[src/rtl/lcb_pkg.sv]
package lcb_pkg;

   // Read/write combination held in mode bits [1:0]
   typedef enum logic [1:0] {
      LCB_RAM_RD_NOWR = 2'b00,
      LCB_ROM_RD_WR   = 2'b01,
      LCB_ROM_RD_NOWR = 2'b10,
      LCB_RAM_RD_WR   = 2'b11
   } lcb_acc_e;

   typedef struct packed {
      logic     bank1_sel;   // mode bit 3: 1 = bank 1 in the low 4 KB
      lcb_acc_e acc;         // mode bits 1:0
   } lcb_mode_t;

   // Turn a switch-address nibble into a mode (bit 2 is masked away)
   function automatic lcb_mode_t lcb_decode(input logic [3:0] nib);
      lcb_mode_t m;
      m.bank1_sel = nib[3];
      m.acc       = lcb_acc_e'(nib[1:0]);
      return m;
   endfunction

   function automatic logic lcb_reads_ram(input lcb_mode_t m);
      return (m.acc == LCB_RAM_RD_NOWR) || (m.acc == LCB_RAM_RD_WR);
   endfunction

   function automatic logic lcb_writes_ram(input lcb_mode_t m);
      return (m.acc == LCB_ROM_RD_WR) || (m.acc == LCB_RAM_RD_WR);
   endfunction

endpackage

[src/rtl/lcb_mode_reg.sv]
module lcb_mode_reg
   import lcb_pkg::*;
#(
   parameter int          ADDR_W     = 16,
   parameter int unsigned SW_BASE    = 32'hC080,
   parameter logic [3:0]  RESET_MODE = 4'b0010
)(
   input  logic              clk,
   input  logic              rst_n,
   input  logic              bus_valid,
   input  logic [ADDR_W-1:0] bus_addr,
   output logic              sw_hit,
   output lcb_mode_t         mode_q
);

   localparam logic [ADDR_W-1:0] SW_B = ADDR_W'(SW_BASE);

   if (SW_B[3:0] != 4'h0) begin : g_bad_base
      $error("lcb_mode_reg: SW_BASE must be 16-aligned");
   end
   if (RESET_MODE[2] != 1'b0) begin : g_bad_reset
      $error("lcb_mode_reg: RESET_MODE bit 2 must be 0");
   end

   assign sw_hit = (bus_addr[ADDR_W-1:4] == SW_B[ADDR_W-1:4]);

   always_ff @(posedge clk or negedge rst_n) begin
      if (!rst_n) begin
         mode_q <= lcb_decode(RESET_MODE);
      end else if (bus_valid && sw_hit) begin
         mode_q <= lcb_decode(bus_addr[3:0]);
      end
   end

   AST_MODE_LOAD: assert property (@(posedge clk) disable iff (!rst_n)
      (bus_valid && bus_addr[ADDR_W-1:4] == SW_B[ADDR_W-1:4])
      |=> ({mode_q.bank1_sel, 1'b0, mode_q.acc} == ($past(bus_addr[3:0]) & 4'hB)));

   AST_MODE_HOLD: assert property (@(posedge clk) disable iff (!rst_n)
      !(bus_valid && bus_addr[ADDR_W-1:4] == SW_B[ADDR_W-1:4])
      |=> $stable(mode_q));

endmodule

[src/rtl/lcb_map.sv]
module lcb_map
   import lcb_pkg::*;
#(
   parameter int          ADDR_W    = 16,
   parameter int unsigned WIN_BASE  = 32'hD000,
   parameter int unsigned BANK_SPAN = 32'h1000,
   localparam int         PA_W      = ADDR_W + 1
)(
   input  logic              clk,
   input  logic              rst_n,
   input  logic              bus_valid,
   input  logic              bus_we,
   input  logic [ADDR_W-1:0] bus_addr,
   input  logic              alt_sel,
   input  lcb_mode_t         mode_q,
   output logic              rom_sel,
   output logic              ram_re,
   output logic              ram_we,
   output logic [PA_W-1:0]   ram_addr
);

   localparam logic [ADDR_W-1:0] WIN_B  = ADDR_W'(WIN_BASE);
   localparam logic [ADDR_W-1:0] SPAN_B = ADDR_W'(BANK_SPAN);
   localparam logic [ADDR_W-1:0] HIGH_B = ADDR_W'(WIN_BASE + BANK_SPAN);

   if (WIN_BASE < BANK_SPAN || WIN_BASE + BANK_SPAN >= (1 << ADDR_W)) begin : g_bad_win
      $error("lcb_map: window does not fit the address space");
   end

   logic in_win, in_low, rd_ram, wr_ok;
   logic [ADDR_W-1:0] phys;

   always_comb begin
      in_win = bus_valid && (bus_addr >= WIN_B);
      in_low = (bus_addr >= WIN_B) && (bus_addr < HIGH_B);
      rd_ram = lcb_reads_ram(mode_q);
      wr_ok  = lcb_writes_ram(mode_q);
      phys   = (in_low && mode_q.bank1_sel) ? (bus_addr - SPAN_B) : bus_addr;
   end

   assign rom_sel  = in_win && !bus_we && !rd_ram;
   assign ram_re   = in_win && !bus_we && rd_ram;
   assign ram_we   = in_win && bus_we && wr_ok;
   assign ram_addr = {alt_sel, phys};

   AST_SRC_EXCL: assert property (@(posedge clk) disable iff (!rst_n)
      !(rom_sel && ram_re));

   AST_WE_ONLY_WRITES: assert property (@(posedge clk) disable iff (!rst_n)
      ram_we |-> (bus_valid && bus_we && !rom_sel && !ram_re));

   AST_OUTSIDE_QUIET: assert property (@(posedge clk) disable iff (!rst_n)
      (!bus_valid || bus_addr < WIN_B) |-> !(rom_sel || ram_re || ram_we));

   AST_ALT_BIT: assert property (@(posedge clk) disable iff (!rst_n)
      (ram_re || ram_we) |-> (ram_addr[PA_W-1] == alt_sel));

   AST_HIGH_IDENTITY: assert property (@(posedge clk) disable iff (!rst_n)
      ((ram_re || ram_we) && bus_addr >= HIGH_B)
      |-> (ram_addr[ADDR_W-1:0] == bus_addr));

endmodule

[src/rtl/lcb_status.sv]
module lcb_status
   import lcb_pkg::*;
#(
   parameter int          ADDR_W    = 16,
   parameter int          DATA_W    = 8,
   parameter int          FLAG_BIT  = 7,
   parameter int unsigned BANK_STAT = 32'hC011,
   parameter int unsigned SRC_STAT  = 32'hC012
)(
   input  logic              clk,
   input  logic              rst_n,
   input  logic              bus_valid,
   input  logic              bus_we,
   input  logic [ADDR_W-1:0] bus_addr,
   input  lcb_mode_t         mode_q,
   output logic              stat_hit,
   output logic [DATA_W-1:0] stat_data
);

   localparam logic [ADDR_W-1:0] BANK_A = ADDR_W'(BANK_STAT);
   localparam logic [ADDR_W-1:0] SRC_A  = ADDR_W'(SRC_STAT);

   if (FLAG_BIT >= DATA_W || FLAG_BIT < 0) begin : g_bad_flag
      $error("lcb_status: FLAG_BIT outside DATA_W");
   end
   if (BANK_STAT == SRC_STAT) begin : g_bad_addr
      $error("lcb_status: status addresses must differ");
   end

   logic rd, bank_q, src_q, flag;

   always_comb begin
      rd     = bus_valid && !bus_we;
      bank_q = rd && (bus_addr == BANK_A);
      src_q  = rd && (bus_addr == SRC_A);
      flag   = bank_q ? !mode_q.bank1_sel : (src_q && lcb_reads_ram(mode_q));
   end

   assign stat_hit = bank_q || src_q;

   for (genvar gi = 0; gi < DATA_W; gi++) begin : g_bits
      if (gi == FLAG_BIT) begin : g_flag
         assign stat_data[gi] = flag;
      end else begin : g_zero
         assign stat_data[gi] = 1'b0;
      end
   end

   AST_STAT_READ_ONLY: assert property (@(posedge clk) disable iff (!rst_n)
      stat_hit |-> (bus_valid && !bus_we));

   AST_STAT_QUIET: assert property (@(posedge clk) disable iff (!rst_n)
      !stat_hit |-> (stat_data == '0));

endmodule

[src/rtl/lcbank_ctrl.sv]
module lcbank_ctrl
   import lcb_pkg::*;
#(
   parameter int          ADDR_W     = 16,
   parameter int          DATA_W     = 8,
   parameter int          FLAG_BIT   = 7,
   parameter int unsigned SW_BASE    = 32'hC080,
   parameter int unsigned WIN_BASE   = 32'hD000,
   parameter int unsigned BANK_SPAN  = 32'h1000,
   parameter int unsigned BANK_STAT  = 32'hC011,
   parameter int unsigned SRC_STAT   = 32'hC012,
   parameter logic [3:0]  RESET_MODE = 4'b0010
)(
   input  logic              clk,
   input  logic              rst_n,
   input  logic              bus_valid,
   input  logic              bus_we,
   input  logic [ADDR_W-1:0] bus_addr,
   input  logic              alt_sel,
   output logic              rom_sel,
   output logic              ram_re,
   output logic              ram_we,
   output logic [ADDR_W:0]   ram_addr,
   output logic              stat_hit,
   output logic [DATA_W-1:0] stat_data,
   output logic              float_bus
);

   if (ADDR_W < 12) begin : g_bad_aw
      $error("lcbank_ctrl: ADDR_W too small");
   end

   lcb_mode_t mode_q;
   logic      sw_hit;

   lcb_mode_reg #(
      .ADDR_W    (ADDR_W),
      .SW_BASE   (SW_BASE),
      .RESET_MODE(RESET_MODE)
   ) u_mode (
      .clk      (clk),
      .rst_n    (rst_n),
      .bus_valid(bus_valid),
      .bus_addr (bus_addr),
      .sw_hit   (sw_hit),
      .mode_q   (mode_q)
   );

   lcb_map #(
      .ADDR_W   (ADDR_W),
      .WIN_BASE (WIN_BASE),
      .BANK_SPAN(BANK_SPAN)
   ) u_map (
      .clk      (clk),
      .rst_n    (rst_n),
      .bus_valid(bus_valid),
      .bus_we   (bus_we),
      .bus_addr (bus_addr),
      .alt_sel  (alt_sel),
      .mode_q   (mode_q),
      .rom_sel  (rom_sel),
      .ram_re   (ram_re),
      .ram_we   (ram_we),
      .ram_addr (ram_addr)
   );

   lcb_status #(
      .ADDR_W   (ADDR_W),
      .DATA_W   (DATA_W),
      .FLAG_BIT (FLAG_BIT),
      .BANK_STAT(BANK_STAT),
      .SRC_STAT (SRC_STAT)
   ) u_stat (
      .clk      (clk),
      .rst_n    (rst_n),
      .bus_valid(bus_valid),
      .bus_we   (bus_we),
      .bus_addr (bus_addr),
      .mode_q   (mode_q),
      .stat_hit (stat_hit),
      .stat_data(stat_data)
   );

   assign float_bus = bus_valid && !bus_we && sw_hit;

   AST_FLOAT_ON_READ: assert property (@(posedge clk) disable iff (!rst_n)
      float_bus |-> (!bus_we && !rom_sel && !ram_re && !ram_we && !stat_hit));

endmodule

[config.mk]
export PLATFORM = sky130hd
export DESIGN_NAME = lcbank_ctrl
export DESIGN_NICKNAME = d
export VERILOG_FILES = /design/src/rtl/lcb_pkg.sv /design/src/rtl/lcb_mode_reg.sv /design/src/rtl/lcb_map.sv /design/src/rtl/lcb_status.sv /design/src/rtl/lcbank_ctrl.sv
export SDC_FILE = /design/constraint.sdc
export NUM_CORES = 1
export LEC_CHECK = 0
export ABC_AREA = 0
export BUFFER_PORTS_ARGS = -buffer_cell sky130_fd_sc_hd__buf_2
export CAP_MARGIN = 40
export CORE_MARGIN = 2
export CORE_UTILIZATION = 35
export CTS_CLUSTER_SIZE = 8
export DETAILED_ROUTE_END_ITERATION = 8
export GPL_TIMING_DRIVEN = 0
export PLACE_DENSITY = 0.83
export SLEW_MARGIN = 20
export SYNTH_ARGS = -nofsm -noshare
export SYNTH_HDL_FRONTEND = slang
export SYNTH_HIERARCHICAL = 1
export SYNTH_SLANG_ARGS = --single-unit
[constraint.sdc]
create_clock -name clk -period 1.2 [get_ports clk]
set_clock_uncertainty 0.1 [all_clocks]
set_input_delay 0.12 -clock clk [delete_from_list [all_inputs] [get_ports clk]]
set_output_delay 0.12 -clock clk [all_outputs]
set_load 0.05 [all_outputs]
==> impl_metrics.prom <==
# TYPE chip_impl_metric gauge
chip_impl_info{name="status",value="finished with violations"} 1
chip_impl_info{name="failed_checks",value="negative setup slack"} 1
chip_impl_info{name="ys_top_cells_by_count",value="buf_4, inv_1, nor4_2, ha_1"} 1
chip_impl_metric{name="ys_ff_latch",unit=""} 3
chip_impl_metric{name="postSynthCellCount",unit=""} 75
chip_impl_metric{name="switching_power",unit="W"} 0.000326
chip_impl_metric{name="max_freq",unit="MHz"} 585
chip_impl_metric{name="setup_tns",unit="ns"} -3.39
chip_impl_metric{name="detailed_router_iteration_count_before_antenna_repair",unit=""} 4
chip_impl_info{name="post-synth-top-count-cell",value="buf_4"} 1
chip_impl_metric{name="p_per_area",unit="nW/µm²"} 562
chip_impl_metric{name="route.detailed.wl_per_inst",unit="µm"} 14.6
chip_impl_metric{name="grt_remaining_overflow",unit=""} 0
chip_impl_info{name="synth_top_flop_cell",value="dfrtp_1"} 1
chip_impl_metric{name="cts.htree.levels",unit=""} 1
chip_impl_metric{name="timing.critical_path.fanout_max",unit=""} 4
chip_impl_info{name="crit-reg2reg-capture",value="u_mode/mode_q[0]$_DFFE_PN0P_"} 1
chip_impl_metric{name="synth.yosys.warnings",unit=""} 6
chip_impl_metric{name="reg2regPathDepth",unit=""} 1
chip_impl_metric{name="seq_power_share",unit="%"} 14.4
chip_impl_metric{name="hold_ws",unit="ns"} 0.0443
chip_impl_metric{name="cts.sinks",unit=""} 3
chip_impl_info{name="critical_path.endpoint_type",value="output pin"} 1
chip_impl_info{name="layout_top_registers",value="u_mode/mode_q x3"} 1
chip_impl_metric{name="cts_buffers",unit=""} 3
chip_impl_metric{name="floorplan.io_pins",unit=""} 51
chip_impl_metric{name="synthesis.area",unit="µm²"} 658
chip_impl_metric{name="first_global_vias",unit=""} 752
chip_impl_metric{name="post-route-worst-setup-slack",unit="ns"} -0.508
chip_impl_metric{name="initial_core_util",unit="%"} 37.7
chip_impl_metric{name="area_of_the_placeable_core",unit="µm²"} 1750
chip_impl_metric{name="power_frac_comb",unit="%"} 60.9
chip_impl_metric{name="die_x",unit="µm"} 47.4
chip_impl_metric{name="areaGrowthSynthToFinish",unit="%"} 94.5
chip_impl_metric{name="internal-power",unit="W"} 0.000393
chip_impl_metric{name="placed_area",unit="µm²"} 1020
chip_impl_metric{name="detail-route-antenna-nets",unit=""} 0
chip_impl_metric{name="multi_input_comb_area",unit="µm²"} 551
chip_impl_metric{name="cap_violations",unit=""} 0
chip_impl_info{name="tritoncts",value="done"} 1
chip_impl_metric{name="final.fill_count",unit=""} 127
chip_impl_metric{name="clk_path_buf_depth",unit=""} 2
chip_impl_metric{name="final-max-slew-violation-count",unit=""} 0
chip_impl_metric{name="place.port_buffers",unit=""} 42
chip_impl_metric{name="power_switching_share",unit="%"} 45.4
chip_impl_info{name="biggest_register",value="u_mode/mode_q"} 1
chip_impl_metric{name="min_period_over_period",unit="%"} 142
chip_impl_metric{name="clkSlewWorstSetupHoldPaths",unit="ns"} 0.04
chip_impl_metric{name="synth_cell_types",unit=""} 31
chip_impl_metric{name="number_of_diodes",unit=""} 0
chip_impl_metric{name="post-synth-top-area-fraction",unit="%"} 24.0
chip_impl_metric{name="routed-via-count",unit=""} 757
chip_impl_metric{name="final_design_area_excluding_fillers",unit="µm²"} 1280
chip_impl_metric{name="largest_reg_flops",unit=""} 3
chip_impl_metric{name="final_hold_viol_count",unit=""} 0
chip_impl_info{name="synth.area.top_cells",value="buf_4, nor4_2, dfrtp_1, ha_1, mux2_1"} 1
chip_impl_metric{name="area.sequential",unit="µm²"} 76.3
chip_impl_info{name="crit-reg2reg-launch",value="u_mode/mode_q[0]$_DFFE_PN0P_"} 1
chip_impl_metric{name="setup_slack_placement",unit="ns"} -0.620
chip_impl_metric{name="gr-usage-met1",unit="%"} 19.2
chip_impl_metric{name="share_clk_of_total_power",unit="%"} 24.8
chip_impl_metric{name="area_of_the_die",unit="µm²"} 2240
chip_impl_metric{name="finalWeightedCongestion",unit=""} 0.833
chip_impl_info{name="timing.critical_path.to",value="ram_re"} 1
chip_impl_info{name="startpoint_class_of_the_critical_path",value="flip-flop"} 1
chip_impl_metric{name="chipHeight",unit="µm"} 47.4
chip_impl_info{name="rsz0062_at_grt",value="yes"} 1
chip_impl_metric{name="drt_first_iter_violations",unit=""} 9
chip_impl_metric{name="number_of_antenna_violations_at_the_first_check_in_global_routing",unit=""} 0
chip_impl_info{name="cts_root_buf",value="clkbuf_4"} 1
chip_impl_info{name="worst_hold_path_type",value="in -> reg"} 1
chip_impl_info{name="crit_path_start",value="u_mode/mode_q[1]$_DFFE_PN1P_"} 1
chip_impl_metric{name="seq_area_frac_synth",unit="%"} 11.6
chip_impl_metric{name="grt_max_degree",unit=""} 7
chip_impl_metric{name="nets",unit=""} 160
chip_impl_info{name="timing.setup.critical_path_class",value="reg -> out"} 1
chip_impl_metric{name="timing.critical_path.required",unit="ns"} 0.98
chip_impl_metric{name="average_cell_area_after_synthesis",unit="µm²"} 8.78
chip_impl_metric{name="async_flop_share",unit="%"} 100
chip_impl_metric{name="worst_skew_pair.late_latency",unit="ns"} 0.23
chip_impl_metric{name="setup_violations",unit=""} 11
chip_impl_info{name="synth_area_leader_cell",value="buf_4"} 1
chip_impl_metric{name="vdd.ir_drop.worst",unit="µV"} 439
chip_impl_metric{name="placementRows",unit=""} 15
chip_impl_metric{name="power.leakage",unit="nW"} 0.616
chip_impl_metric{name="final_standard_cell_utilization_of_the_core",unit="%"} 73.3
chip_impl_metric{name="grt_first_pass_wirelength",unit="µm"} 3290
chip_impl_metric{name="number_of_enable_type_register_cells_in_the_synthesized_netlist",unit=""} 0
chip_impl_metric{name="drc_errors",unit=""} 0
chip_impl_metric{name="met3_usage",unit="%"} 3.85
chip_impl_metric{name="final_layout_size_suffix_gt1_share",unit="%"} 77.6
chip_impl_metric{name="gr-usage-met2",unit="%"} 45.1
chip_impl_info{name="grt_busiest_layer",value="met2"} 1
chip_impl_metric{name="gr-usage-all-layers",unit="%"} 21.5
chip_impl_metric{name="worst-endpoint-arrival",unit="ns"} 1.49
chip_impl_metric{name="routed_via_density",unit=""} 4.76
chip_impl_metric{name="r2r_slack",unit="ns"} 0.23
chip_impl_metric{name="finalWirelength",unit="µm"} 2320
chip_impl_metric{name="finalWorstPathRequiredPeriod",unit="ns"} 1.71
how the worst min path moves through the flow:
| stage | startpoint | to | cells after the start |
|---|---|---|---|
| 3_3_place_gp | rst_n | u_mode/mode_q[2]$_DFFE_PN0P_ | 1 |
| 2_1_floorplan | rst_n | u_mode/mode_q[0]$_DFFE_PN0P_ | 0 |
| 3_5_place_dp | rst_n | u_mode/mode_q[0]$_DFFE_PN0P_ | 1 |
| 4_1_cts | bus_addr[1] | u_mode/mode_q[1]$_DFFE_PN1P_ | 2 |
| 6_report | bus_addr[1] | u_mode/mode_q[1]$_DFFE_PN1P_ | 2 |
| 5_1_grt | bus_addr[1] | u_mode/mode_q[1]$_DFFE_PN1P_ | 2 |
power by group through the flow:
stage,Combinational [W],Clock (W),Sequential [W]
2_1_floorplan,0.000265,0,0.000104
3_3_place_gp,0.000367,0,0.000104
3_5_place_dp,0.000374,0,0.000104
4_1_cts,0.000425,0.000190,0.000103
5_1_grt,0.000458,0.000204,0.000103
6_report,0.000438,0.000178,0.000103
placed cells by master, fill, tap and decap left out, types with 2 or more instances in the layout:
cell,n
mux2_4,2
inv_1,2
xnor2_1,2
inv_2,2
conb_1,7
ha_4,2
nand2_1,2
buf_8,5
dfrtp_1,2
clkbuf_4,3
buf_2,25
nor4_4,2
buf_6,12
clkbuf_1,2
buf_4,26
nand4_1,2
nor4_2,4
metal layers:
| layer | vias to the layer above | routed length, µm | share of wire [%] |
|---|---|---|---|
| li1 | 357 | - | - |
| met1 | 353 | 775 | 33 |
| met2 | 41 | 1360 | 59 |
| met3 | 6 | 119 | 5.1 |
| met4 | 0 | 62 | 2.7 |
| met5 | - | 0 | 0 |
area by class of cell:
cell class | instances | share of cell area, %
inverter | 5 | 2.44
sequential | 3 | 5.96
tap | 25 | 2.44
clock buffer | 4 | 2.05
multi-input combinational | 51 | 43.0
buffer | 22 | 12.9
timing repair buffer | 49 | 31.2
kinds of logic after synthesis:
logic type	share of synthesized area (%)
mux	5.13
fa+ha+maj	7.60
xor+xnor	3.99
other cells	0.570
simple gates	36.3
buf+inv	27.4
compound gates	7.41
flops	11.6
metrics by stage:
stage	std cells	total power, W
2_1_floorplan	81	0.000369
3_3_place_gp	148	0.000471
3_5_place_dp	148	0.000478
4_1_cts	158	0.000718
5_1_grt	159	0.000766
6_report	159	0.000719
critical path, stage by stage (launching register included):
cell     delay, ns
dfstp_2       0.57
inv_2         0.05
ha_4          0.28
nor3b_4       0.18
buf_6         0.18
timing repair:
action                                 in CTS  in global routing
hold buffers                                1                  0
setup endpoints to repair                   9                 11
endpoints found under the hold margin       3                  0
resized for setup                          44                  6
pin swaps                                  11                  4
setup buffers                               5                  1
Power figures use the tool's default switching activity.
